**src/rtl/sclk_shaper_pkg.sv**
```systemverilog
// Package: shared types and reset constants for the serial clock shaper.
// Assumes: the mode encodings are fixed, because software programs them.
package sclk_shaper_pkg;
    typedef enum logic [1:0] {
        TRAIL_NONE = 2'b00,
        TRAIL_ONE  = 2'b01,
        TRAIL_TWO  = 2'b10,
        TRAIL_FREE = 2'b11
    } trail_mode_e;

    localparam int unsigned CNT_W_DEF = 8;
    localparam int unsigned RST_N_DIV = 3;
    localparam int unsigned RST_H_CNT = 1;
    localparam int unsigned RST_L_CNT = 3;
endpackage

```
**src/rtl/sclk_div_core.sv**
```systemverilog
// Module: period counter and waveform register.
// What it does: counts from 0 to the shadowed N, drives its output high for
// counts in (H, L], and loads new settings only at a wrap.
// Assumes: L <= N and H < L for a useful waveform. In bypass the counter is
// held at zero and every cycle counts as a wrap.
module sclk_div_core
    import sclk_shaper_pkg::*;
#(
    parameter int unsigned CNT_W = CNT_W_DEF,
    parameter int unsigned DEF_N = RST_N_DIV,
    parameter int unsigned DEF_H = RST_H_CNT,
    parameter int unsigned DEF_L = RST_L_CNT
) (
    input  logic             clk_i,
    input  logic             rst_ni,
    input  logic             bypass_i,
    input  logic [CNT_W-1:0] div_n_i,
    input  logic [CNT_W-1:0] hi_cnt_i,
    input  logic [CNT_W-1:0] lo_cnt_i,
    output logic             wrap_o,
    output logic             div_o
);
    localparam logic [CNT_W-1:0] RST_N = CNT_W'(DEF_N);
    localparam logic [CNT_W-1:0] RST_H = CNT_W'(DEF_H);
    localparam logic [CNT_W-1:0] RST_L = CNT_W'(DEF_L);

    logic [CNT_W-1:0] cnt_q, n_q, h_q, l_q;
    logic [CNT_W-1:0] cnt_nx;
    logic             div_q;

    // Purpose: flag the last count of a period, or every cycle in bypass.
    always_comb begin
        wrap_o = bypass_i || (cnt_q == n_q);
        cnt_nx = cnt_q + 1'b1;
    end

    // Purpose: step the counter, refresh the shadows at a wrap, form the waveform.
    always_ff @(posedge clk_i) begin
        if (!rst_ni) begin
            cnt_q <= '0;
            n_q   <= RST_N;
            h_q   <= RST_H;
            l_q   <= RST_L;
            div_q <= 1'b0;
        end else if (wrap_o) begin
            cnt_q <= '0;
            n_q   <= div_n_i;
            h_q   <= hi_cnt_i;
            l_q   <= lo_cnt_i;
            div_q <= 1'b0;
        end else begin
            cnt_q <= cnt_nx;
            div_q <= (cnt_nx > h_q) && (cnt_nx <= l_q);
        end
    end

    assign div_o = div_q;

    // the count never passes the divide value that is in force.
    a_r1_count_in_range: assert property (@(posedge clk_i) disable iff (!rst_ni)
        cnt_q <= n_q);
    // a rising edge appears only inside the (H, L] window.
    a_r2_rise_in_window: assert property (@(posedge clk_i) disable iff (!rst_ni)
        $rose(div_q) |-> (cnt_q > h_q) && (cnt_q <= l_q));
    // a falling edge appears only past L or at a wrap.
    a_r2_fall_at_end: assert property (@(posedge clk_i) disable iff (!rst_ni)
        $fell(div_q) |-> (cnt_q == '0) || (cnt_q == l_q + 1'b1));
    // the shadow settings hold between wraps.
    a_r8_shadow_hold: assert property (@(posedge clk_i) disable iff (!rst_ni)
        !wrap_o |=> $stable(n_q) && $stable(h_q) && $stable(l_q));
endmodule

```
**src/rtl/sclk_gate_ctl.sv**
```systemverilog
// Module: chip-select gate with trailing periods.
// What it does: at every wrap it decides whether the coming period is sent
// out. It counts down the trailing periods left after chip-select drops.
// Assumes: wrap_i marks the cycle before count zero. Chip-select is held for
// at least one period, since it is sampled only at a wrap.
module sclk_gate_ctl
    import sclk_shaper_pkg::*;
(
    input  logic        clk_i,
    input  logic        rst_ni,
    input  logic        wrap_i,
    input  logic        cs_i,
    input  trail_mode_e mode_i,
    output logic        gate_o
);
    logic [1:0] trail_q;
    logic       gate_q;

    // Purpose: update the gate and the trailing budget at period boundaries.
    always_ff @(posedge clk_i) begin
        if (!rst_ni) begin
            gate_q  <= 1'b0;
            trail_q <= 2'd0;
        end else if (wrap_i) begin
            if (cs_i) begin
                gate_q  <= 1'b1;
                trail_q <= (mode_i == TRAIL_FREE) ? 2'd0 : 2'(mode_i);
            end else if (mode_i == TRAIL_FREE) begin
                gate_q <= 1'b1;
            end else if (trail_q != 2'd0) begin
                gate_q  <= 1'b1;
                trail_q <= trail_q - 2'd1;
            end else begin
                gate_q <= 1'b0;
            end
        end
    end

    assign gate_o = gate_q;

    // a wrap with chip-select asserted opens the next period.
    a_r5_open_on_select: assert property (@(posedge clk_i) disable iff (!rst_ni)
        (wrap_i && cs_i) |=> gate_q);
    // with no budget left and select off, the gate closes.
    a_r5_close_when_spent: assert property (@(posedge clk_i) disable iff (!rst_ni)
        (wrap_i && !cs_i && mode_i != TRAIL_FREE && trail_q == 2'd0) |=> !gate_q);
    // the trailing budget never grows without chip-select.
    a_r6_budget_shrinks: assert property (@(posedge clk_i) disable iff (!rst_ni)
        !cs_i |=> trail_q <= $past(trail_q));
    // free-running mode always keeps the gate open after a wrap.
    a_r7_free_run: assert property (@(posedge clk_i) disable iff (!rst_ni)
        (wrap_i && mode_i == TRAIL_FREE) |=> gate_q);
    // the gate moves only at period boundaries.
    a_r9_gate_at_wrap: assert property (@(posedge clk_i) disable iff (!rst_ni)
        !wrap_i |=> $stable(gate_q));
endmodule

```
**src/rtl/sclk_shaper.sv**
```systemverilog
// Module: top of the serial clock shaper.
// What it does: joins the divider core and the gate control. In bypass it
// passes the system clock through, gated by a copy of the gate captured on
// the falling edge.
// Assumes: bypass changes only while the gate is closed, since the output
// mux is combinational.
module sclk_shaper
    import sclk_shaper_pkg::*;
#(
    parameter int unsigned CNT_W = CNT_W_DEF
) (
    input  logic             clk_i,
    input  logic             rst_ni,
    input  logic [CNT_W-1:0] div_n_i,
    input  logic [CNT_W-1:0] hi_cnt_i,
    input  logic [CNT_W-1:0] lo_cnt_i,
    input  logic             bypass_i,
    input  logic [1:0]       trail_mode_i,
    input  logic             cs_active_i,
    output logic             sclk_o
);
    logic        wrap, div_q, gate_q, gate_neg_q;
    trail_mode_e mode;

    assign mode = trail_mode_e'(trail_mode_i);

    sclk_div_core #(.CNT_W(CNT_W)) u_core (
        .clk_i    (clk_i),
        .rst_ni   (rst_ni),
        .bypass_i (bypass_i),
        .div_n_i  (div_n_i),
        .hi_cnt_i (hi_cnt_i),
        .lo_cnt_i (lo_cnt_i),
        .wrap_o   (wrap),
        .div_o    (div_q)
    );

    sclk_gate_ctl u_gate (
        .clk_i  (clk_i),
        .rst_ni (rst_ni),
        .wrap_i (wrap),
        .cs_i   (cs_active_i),
        .mode_i (mode),
        .gate_o (gate_q)
    );

    // Purpose: re-time the gate to the low phase so the bypass clock never gets a runt.
    always_ff @(negedge clk_i) begin
        if (!rst_ni) gate_neg_q <= 1'b0;
        else         gate_neg_q <= gate_q;
    end

    // Purpose: choose the bypass clock or the gated divided clock.
    always_comb begin
        if (bypass_i) sclk_o = clk_i & gate_neg_q;
        else          sclk_o = div_q & gate_q;
    end

    // the gate closes only while the divided waveform is low.
    a_r9_close_while_low: assert property (@(posedge clk_i) disable iff (!rst_ni)
        $fell(gate_q) |-> !div_q);
    // in bypass the divided waveform stays parked low.
    a_r4_core_parked: assert property (@(posedge clk_i) disable iff (!rst_ni)
        $past(bypass_i) && bypass_i |-> !div_q);
endmodule

```
**config.mk**
```make
export PLATFORM = sky130hd
export DESIGN_NAME = sclk_shaper
export DESIGN_NICKNAME = d
export VERILOG_FILES = /design/src/rtl/sclk_shaper_pkg.sv /design/src/rtl/sclk_div_core.sv /design/src/rtl/sclk_gate_ctl.sv /design/src/rtl/sclk_shaper.sv
export SDC_FILE = /design/constraint.sdc
export NUM_CORES = 1
export LEC_CHECK = 0
export ABC_AREA = 1
export BUFFER_PORTS_ARGS = -buffer_cell sky130_fd_sc_hd__buf_4
export CAP_MARGIN = 5
export CORE_MARGIN = 2
export CORE_UTILIZATION = 50
export DETAILED_ROUTE_END_ITERATION = 10
export PLACE_DENSITY = 0.72
export SYNTH_ARGS = -nofsm -noshare
export SYNTH_HDL_FRONTEND = slang
export SYNTH_SLANG_ARGS = --single-unit
```
**constraint.sdc**
```tcl
create_clock -name clk_i -period 3.45 [get_ports clk_i]
set_input_delay 0.1725 -clock clk_i [delete_from_list [all_inputs] [get_ports clk_i]]
set_output_delay 0.1725 -clock clk_i [all_outputs]
set_load 0.01 [all_outputs]
```
==> flow_metrics.env, run 1 <==
export IMPL_syn_num_nets=324
export IMPL_max_stage_delay_ps=290
export IMPL_detail_route_vias_per_cell=4.632
export IMPL_holdWs_ps=5.527
export IMPL_grt_pass1_vias=1604
export IMPL_yosys_area_top_type="dfxtp_1"
export IMPL_synthCells=276
export IMPL_worst_setup_hold_path_clk_slew_ps=70
export IMPL_timing_hold_worst_path_depth=3
export IMPL_num_vias=1723
export IMPL_layout_nets=371
export IMPL_grt_use_total_pct=20.25
export IMPL_max_cap_violations=0
export IMPL_grt_first_pass_wirelength_mm=6.637
export IMPL_die_x_um=66.94
export IMPL_critPathSlowestCell="dfxtp_1"
export IMPL_yosysWarningCount=0
export IMPL_final_setup_tns_ps=0
export IMPL_timing_max_transition_violations_final=0
export IMPL_critPathArrivalTime_ps=2740
export IMPL_remaining_drc_errors=0
export IMPL_timing_reg2reg_setup_slack_ps=1220
export IMPL_routedWlPerCell_um=10.33
export IMPL_synth_yosys_seq_area_share_pct=37.40
export IMPL_power_density_mw_per_mm2=415.1
export IMPL_num_rows=22
export IMPL_cp_data_required_time_ps=3280
export IMPL_min_delay_start="lo_cnt_i[6]"
export IMPL_unrepaired_setup_endpoints_after_global_routing="no"
export IMPL_worst_hold_path_endpoint="u_core.l_q[6]$_SDFFE_PN0P_"
export IMPL_report_final_setup_viol=0
export IMPL_place_gp_congestion=0.7869
export IMPL_r2r_cells=14
export IMPL_crit_reg2reg_launch="u_core.cnt_q[0]$_SDFF_PP0_"
export IMPL_critical_path_peak_fanout=1
export IMPL_yosysTopAreaCellShare_pct=37.40
export IMPL_grt_max_degree=34
export IMPL_status="finished clean"
export IMPL_antenna_violations_before_repair=0
export IMPL_cell_breakdown_of_the_critical_path="nand3_1 -> nand2_1 -> buf_4"
export IMPL_ios=31
export IMPL_n_antenna_cell=0
export IMPL_holdCritPathClass="in2reg"
export IMPL_vdd_ir_drop_worst_mv=0.1977
export IMPL_fp_coreArea_mm2=0.003744
export IMPL_hold_viol_final=0
export IMPL_synth_lib_cells_used_distinct=23
export IMPL_drive_gt1_share_pct=13.27
export IMPL_layout_area_overhead_vs_synth_pct=25.08
export IMPL_dp_hpwl_mm=2.539
export IMPL_drt_first_pass_iters=4
export IMPL_detail_route_wirelength_mm=3.843
export IMPL_fin_worst_skew_ps=68.84
export IMPL_critPathKind="reg2out"
export IMPL_drtAntennaViolNets=0
export IMPL_clock_insertion_delay_worst_skew_ps=460
export IMPL_worst_slew_slack_as_a_fraction_of_its_limit_pct=72.58
export IMPL_synth_area_mm2=0.001981
export IMPL_power_static_leakage_nw=1.245
export IMPL_avgSynthCellArea_um2=7.176
export IMPL_cts_tree="yes"
export IMPL_die_height_um=66.94
export IMPL_place_port_buffers=30
export IMPL_post_cts_repair_setup_buffers=0
export IMPL_worst_slew_pin_transition_ps=407.0
export IMPL_die_area_mm2=0.004481
export IMPL_grt_remaining_overflow=0
export IMPL_initial_core_util_pct=52.91
export IMPL_worstReg2RegEnd="u_core.div_o$_SDFF_PP0_"
export IMPL_netlist_top_cells_area="dfxtp_1, ha_1, nor2_1"
export IMPL_startpoint_type="register"
export IMPL_postSynthRegisterBits=37
export IMPL_timing_critical_path_to_type="primary output"
export IMPL_dr_first_iter_drc_count=65
[Yosys cell counts]
cell      instances
nor2_1           58
nand2_1          44
inv_1            42
dfxtp_1          37
ha_1             18
o21ai_0          14
a21oi_1          12
nand3_1          11
o21ai_1          10
xnor2_1           5
buf_6             4
clkbuf_1          3
o211ai_1          3
xor2_1            3
nand2_2           2
nand4_1           2
nor3_1            2
a31oi_1           1
clkbuf_8          1
inv_6             1
nand2_4           1
nand3b_1          1
o21a_1            1
[where the power goes]
group | total [mW] | switching (mW) | internal (mW) | leakage, nW
clock | 0.406 | 0.168 | 0.237 | 0.0900
combinational | 0.154 | 0.0785 | 0.0754 | 0.849
sequential | 0.469 | 0.0147 | 0.454 | 0.306
[metrics by stage]
step           cells  util (%)  area (um^2)  power [mW]  setup slack, ps
3_3_place_gp     346     58.66         2196      0.6229             1035
6_report         372     66.18         2477       1.028            541.8
5_1_grt          372     66.18         2477       1.100            492.9
3_5_place_dp     346     58.66         2196      0.6251             1032
4_1_cts          371     65.91         2467       1.044            522.3
2_1_floorplan    276         -         1981      0.5834            867.1
[sequential cells by signal (all words and copies together), names as in the netlist]
register	count
gate_neg_q	1
u_core.cnt_q	8
u_core.div_o	1
u_core.h_q	8
u_core.l_q	8
u_core.n_q	8
u_gate.gate_o	1
u_gate.trail_q	2
[worst max path at each step]
stage | to | slack [ps] | depth (start not counted) | from
final | sclk_o | 540 | 3 | gate_neg_q$_SDFF_NN0_
after global placement | sclk_o | 1040 | 3 | gate_neg_q$_SDFF_NN0_
after global routing | sclk_o | 490 | 3 | gate_neg_q$_SDFF_NN0_
after floorplan | gate_neg_q$_SDFF_NN0_ | 870 | 4 | rst_ni
after detailed placement | sclk_o | 1030 | 3 | gate_neg_q$_SDFF_NN0_
after CTS | sclk_o | 520 | 3 | gate_neg_q$_SDFF_NN0_
[cells by family (layout without fill, tap and decap cells)]
family / Yosys count / after routing / synth area share [%]
xor gates and xnor gates: 8 / 8 / 3.538
AOI/OAI and AO/OA: 41 / 41 / 10.93
DFF: 37 / 37 / 37.40
and+or+nand+nor: 121 / 121 / 24.83
adders and majority gates: 18 / 18 / 11.37
buffers and inverters: 51 / 99 / 11.94
[per-layer routing]
layer	up-vias	wire length, um	track usage (%)
met2	30	1794	33.00
met4	0	63	9.694
met5	-	0	0
met3	7	164	6.419
li1	957	-	-
met1	729	1820	23.97
[cell usage in the layout (no fill, tap or decap), drive strengths merged]
master       instances
nand3               11
buf                 30
dfxtp               37
dlygate4sd3         15
xor2                 3
nand2               47
a31oi                1
nand4                2
xnor2                5
clkbuf              10
o211ai               3
inv                 44
nor3                 2
ha                  18
o21a                 1
nor2                58
o21ai               24
a21oi               12
nand3b               1
[cell type report]
class	instances	area, um^2
Fill cell	360	1266
Clock buffer	11	135.1
Clock inverter	2	7.507
Multi-Input combinational cell	188	1003
Tap cell	48	60.06
Timing Repair Buffer	44	367.9
Inverter	42	162.7
Sequential cell	37	740.7
[critical path: cells and delay by family, from the launching register on]
kind          cells  cell delay (ps)
buf+inv           1              140
flops             1              290
simple gates      2              130
[what timing repair did]
| action | in CTS | in global routing |
|---|---|---|
| hold buffers | 14 | 1 |
| hold endpoints to repair | 14 | 1 |
| endpoints found under the setup margin | 0 | 0 |
| gates resized for setup | 0 | 0 |
Note: power is estimated with default switching activity, not from simulation.
==> run 2, diff against run 1 <==
==> constraint.sdc (replaced) <==
create_clock -name clk_i -period 2.75 [get_ports clk_i]
set_input_delay 0.1375 -clock clk_i [delete_from_list [all_inputs] [get_ports clk_i]]
set_output_delay 0.1375 -clock clk_i [all_outputs]
set_load 0.01 [all_outputs]
==> run 2 against run 1 <==
  * Count of clock-buffer cells in the layout unchanged
  * Register-to-register slack worse by 660 ps
  * Via count grew 5.0%
  * Largest power group unchanged
  * Highest routed layer unchanged
==> flow_metrics.env, run 2 (synthesis results as in run 1) <==
export IMPL_routedWlPerCell_um=10.97
export IMPL_worst_slew_slack_as_a_fraction_of_its_limit_pct=72.72
export IMPL_dr_first_iter_drc_count=72
export IMPL_combinational_group_share_of_total_power_pct=15.8
export IMPL_initial_core_util_pct=52.91
export IMPL_fp_coreArea_mm2=0.003744
export IMPL_dp_hpwl_mm=2.694
export IMPL_hold_viol_final=0
export IMPL_worst_slew_pin_transition_ps=404.9
export IMPL_drtAntennaViolNets=0
export IMPL_critPathSlowestCell="dfxtp_1"
export IMPL_post_cts_repair_setup_buffers=0
export IMPL_drive_gt1_share_pct=12.91
export IMPL_fin_worst_skew_ps=72.66
export IMPL_cts_tree="yes"
export IMPL_detail_route_vias_per_cell=4.751
export IMPL_grt_remaining_overflow=0
export IMPL_layout_cells_most_common_list="nor2_1, nand2_1, inv_1"
export IMPL_place_gp_congestion=0.8190
export IMPL_cp_data_required_time_ps=2610
export IMPL_power_static_leakage_nw=1.282
export IMPL_grt_pass1_vias=1723
export IMPL_ios=31
export IMPL_grt_use_total_pct=22.55
export IMPL_die_x_um=66.94
export IMPL_net_switching_power_uw=341.7
export IMPL_unrepaired_setup_endpoints_after_global_routing="no"
export IMPL_cell_breakdown_of_the_critical_path="nand3_1 -> nand2_1 -> buf_4"
export IMPL_worst_setup_hold_path_clk_slew_ps=70
export IMPL_die_area_mm2=0.004481
export IMPL_clock_insertion_delay_worst_skew_ps=470
export IMPL_final_setup_tns_ps=0
export IMPL_critical_path_peak_fanout=1
export IMPL_holdWs_ps=86.88
export IMPL_critPathKind="reg2out"
export IMPL_startpoint_type="register"
export IMPL_critPathArrivalTime_ps=2390
export IMPL_timing_critical_path_to_type="primary output"
export IMPL_vdd_ir_drop_worst_mv=0.3480
export IMPL_antenna_violations_before_repair=0
export IMPL_detail_route_wirelength_mm=4.180
export IMPL_post_cts_resize_count=0
export IMPL_max_stage_delay_ps=290
export IMPL_num_rows=22
export IMPL_sw_frac_of_total_pct=26.05
export IMPL_max_cap_violations=0
export IMPL_leading_cell_type_in_the_layout_fill_and_taps_excluded="nor2_1"
export IMPL_report_final_setup_viol=0
export IMPL_die_height_um=66.94
export IMPL_drt_first_pass_iters=4
export IMPL_seqPwrFrac_pct=44.9
export IMPL_num_vias=1810
export IMPL_grt_first_pass_wirelength_mm=7.245
export IMPL_remaining_drc_errors=0
export IMPL_holdCritPathClass="in2reg"
export IMPL_timing_max_transition_violations_final=0
export IMPL_place_port_buffers=30
export IMPL_n_antenna_cell=0
export IMPL_power_density_mw_per_mm2=510.9
export IMPL_status="finished clean"
export IMPL_grt_max_degree=34
export IMPL_int_power_uw=969.9
export IMPL_layout_nets=380
export IMPL_layout_area_overhead_vs_synth_pct=29.63
export IMPL_clockPowerShare_pct=39.3
==> run 2: cell count changes in the layout (fill, tap and decap cells not counted) <==
| cell | previous run | this run |
|---|---|---|
| dlygate4sd3_1 | 15 | 24 |
==> run 2: what timing repair did <==
action                                 4_1_cts  5_1_grt
setup endpoints to repair                    0        0
endpoints found under the hold margin       24        0
hold buffers                                24        0
==> run 2: final cells by class <==
| cell class | count | area (um^2) |
|---|---|---|
| Inverter | 42 | 162.7 |
| Clock inverter | 2 | 7.507 |
| Fill cell | 338 | 1176 |
| Clock buffer | 11 | 135.1 |
| Sequential cell | 37 | 740.7 |
| Timing Repair Buffer | 53 | 457.9 |
| Multi-Input combinational cell | 188 | 1003 |
| Tap cell | 48 | 60.06 |
==> run 2: power by group through the flow <==
stage | Clock [mW] | Combinational, mW | Sequential (mW)
floorplan | 0.00676 | 0.130 | 0.595
global placement | 0.00876 | 0.175 | 0.599
detailed placement | 0.00876 | 0.180 | 0.600
CTS | 0.532 | 0.207 | 0.588
global route | 0.566 | 0.239 | 0.593
finish | 0.516 | 0.207 | 0.589
==> run 2: worst max-delay path, delay by kind of cell (launching register included) <==
family / cells / cell delay (ps)
DFF: 1 / 290
buffers and inverters: 1 / 140
and+or+nand+nor: 2 / 120
==> run 2: per-stage QoR <==
stage                     cell area [um^2]  std cells  setup slack (ps)  total power, mW  util, %
after floorplan                       1981        276             552.1           0.7319        -
after detailed placement              2196        346             560.5           0.7887    58.66
final                                 2567        381             225.6            1.312    68.58
after global placement                2196        346             674.6           0.7831    58.66
after CTS                             2567        381             211.1            1.328    68.58
after global routing                  2567        381             171.2            1.398    68.58
==> run 2: layer usage <==
metal  share of wire [%]  wire, um  vias up  GRT usage (%)
met4                 1.6        67        0          12.76
met2                  47      1963       35          36.13
met3                 4.1       170        8          7.601
li1                    -         -      976              -
met5                   0         0        -              0
met1                  47      1979      791          26.14
==> run 2: worst paths after layout <==
path | start | endpoint | slack, ps | depth (start not counted)
worst max-delay path | gate_neg_q$_SDFF_NN0_ | sclk_o | 230 | 3
worst min-delay path | rst_ni | u_core.l_q[0]$_SDFFE_PN1P_ | 90 | 2
worst max register to register | u_core.cnt_q[0]$_SDFF_PP0_ | u_core.div_o$_SDFF_PP0_ | 560 | 14
worst min register to register | u_core.l_q[0]$_SDFFE_PN1P_ | u_core.l_q[0]$_SDFFE_PN1P_ | 470 | 2
==> run 3, diff against run 2 <==
--- a/config.mk
+++ b/config.mk
@@ -10,6 +10,7 @@
 export CAP_MARGIN = 5
 export CORE_MARGIN = 2
 export CORE_UTILIZATION = 50
+export CTS_BUF_LIST = sky130_fd_sc_hd__clkbuf_8 sky130_fd_sc_hd__clkbuf_16
 export DETAILED_ROUTE_END_ITERATION = 10
 export PLACE_DENSITY = 0.72
 export SYNTH_ARGS = -nofsm -noshare
==> run 3 against run 2 <==
  * First-iteration DRC count is 4.2% higher
  * Critical path depth unchanged
  * Global-route usage unchanged
  * Sequential cell count stayed put
  * Critical endpoint unchanged
  * Highest routed layer unchanged
  * Cell area is the same
==> flow_metrics.env, run 3 (synthesis results as in run 1) <==
export IMPL_holdCritPathClass="in2reg"
export IMPL_status="finished clean"
export IMPL_routedWlPerCell_um=10.94
export IMPL_ios=31
export IMPL_placedInstanceArea_mm2=0.002196
export IMPL_num_vias=1809
export IMPL_detail_route_wirelength_mm=4.170
export IMPL_critPathArrivalTime_ps=2390
export IMPL_drtAntennaViolNets=0
export IMPL_timing_max_transition_violations_final=0
export IMPL_final_setup_tns_ps=0
export IMPL_timing_hold_worst_path_depth=2
export IMPL_cp_data_required_time_ps=2610
export IMPL_initial_core_util_pct=52.91
export IMPL_max_cap_violations=0
export IMPL_power_density_mw_per_mm2=510.2
export IMPL_place_ws_ps=560.5
export IMPL_fillers=338
export IMPL_grt_max_degree=34
export IMPL_dp_hpwl_mm=2.694
export IMPL_grt_remaining_overflow=0
export IMPL_layout_nets=380
export IMPL_num_rows=22
export IMPL_die_area_mm2=0.004481
export IMPL_place_gp_congestion=0.8190
export IMPL_grt_use_total_pct=22.55
export IMPL_worst_slew_pin_transition_ps=404.9
export IMPL_finalInstanceArea_mm2=0.002567
export IMPL_drt_first_pass_iters=4
export IMPL_fin_worst_skew_ps=71.98
export IMPL_die_height_um=66.94
export IMPL_grt_first_pass_wirelength_mm=7.245
export IMPL_die_x_um=66.94
export IMPL_cts_tree="yes"
export IMPL_vdd_ir_drop_worst_mv=0.3481
export IMPL_remaining_drc_errors=0
export IMPL_report_final_setup_viol=0
export IMPL_worst_slew_slack_as_a_fraction_of_its_limit_pct=72.72
export IMPL_power_static_leakage_nw=1.286
export IMPL_hold_viol_final=0
export IMPL_dr_first_iter_drc_count=75
export IMPL_n_antenna_cell=0
export IMPL_fp_coreArea_mm2=0.003744
export IMPL_detail_route_vias_per_cell=4.748
export IMPL_drive_gt1_share_pct=12.91
export IMPL_grt_pass1_vias=1723
export IMPL_startpoint_type="register"
export IMPL_layout_cells_most_common_list="nor2_1, nand2_1, inv_1"
export IMPL_leading_cell_type_in_the_layout_fill_and_taps_excluded="nor2_1"
export IMPL_layout_area_overhead_vs_synth_pct=29.63
export IMPL_post_cts_resize_count=0
export IMPL_worst_setup_hold_path_clk_slew_ps=70
export IMPL_unrepaired_setup_endpoints_after_global_routing="no"
export IMPL_r2r_cells=14
export IMPL_place_port_buffers=30
export IMPL_timing_critical_path_to_type="primary output"
export IMPL_clock_insertion_delay_worst_skew_ps=470
export IMPL_antenna_violations_before_repair=0
export IMPL_post_route_worst_setup_slack_ps=224.0
export IMPL_critPathKind="reg2out"
export IMPL_postLayoutCoreUtil_pct=68.58
export IMPL_critical_path_peak_fanout=1
==> run 3: changes by cell type in the layout (fill, tap and decap cells not counted) <==
cell / change
inv_1: +1
clkbuf_1: -1
==> run 3: area by class of cell <==
| class | count | area [um^2] | area share, % |
|---|---|---|---|
| clock inverters | 3 | 11.26 | 0.4386 |
| well taps | 48 | 60.06 | 2.339 |
| flip-flops and latches | 37 | 740.7 | 28.85 |
| clock buffers | 10 | 131.4 | 5.117 |
| repair buffers | 53 | 457.9 | 17.84 |
| multi-input cells | 188 | 1003 | 39.08 |
| inverters | 42 | 162.7 | 6.335 |
==> run 3: critical path, cell delays in order (launching register included) <==
cell     delay (ps)
dfxtp_1         290
nand3_1          70
nand2_1          50
buf_4           140
==> run 3: power breakdown <==
part	switching, mW	total [mW]	internal (mW)
combinational	0.105	0.207	0.102
clock	0.220	0.514	0.294
sequential	0.0190	0.589	0.570
total	0.344	1.31	0.966
==> run 3: what timing repair did <==
action                                 CTS  global route
hold buffers                            24             0
buffers inserted                         0             0
endpoints found under the hold margin   24             0
==> run 3: final timing paths <==
check                              from                         end  slack [ps]
min reg2reg  u_core.l_q[0]$_SDFFE_PN1P_  u_core.l_q[0]$_SDFFE_PN1P_         470
max reg2reg  u_core.cnt_q[0]$_SDFF_PP0_     u_core.div_o$_SDFF_PP0_         560
min                              rst_ni  u_core.l_q[0]$_SDFFE_PN1P_          80
max               gate_neg_q$_SDFF_NN0_                      sclk_o         220
==> run 3: per-stage QoR <==
step / power [mW] / cells / hold slack, ps
final: 1.310 / 381 / 84.54
after CTS: 1.324 / 381 / 73.79
after floorplan: 0.7319 / 276 / 263.8
after detailed placement: 0.7887 / 346 / 355.5
after global placement: 0.7831 / 346 / 350.3
after global routing: 1.395 / 381 / 89.10
==> run 3: per-layer routing <==
layer  global-route usage (%)  routed length (um)  up-vias
met5                        0                   0        -
met4                    12.76                  65        0
met3                    7.601                 160        7
met2                    36.13                1950       33
met1                    26.14                1993      793
li1                         -                   -      976
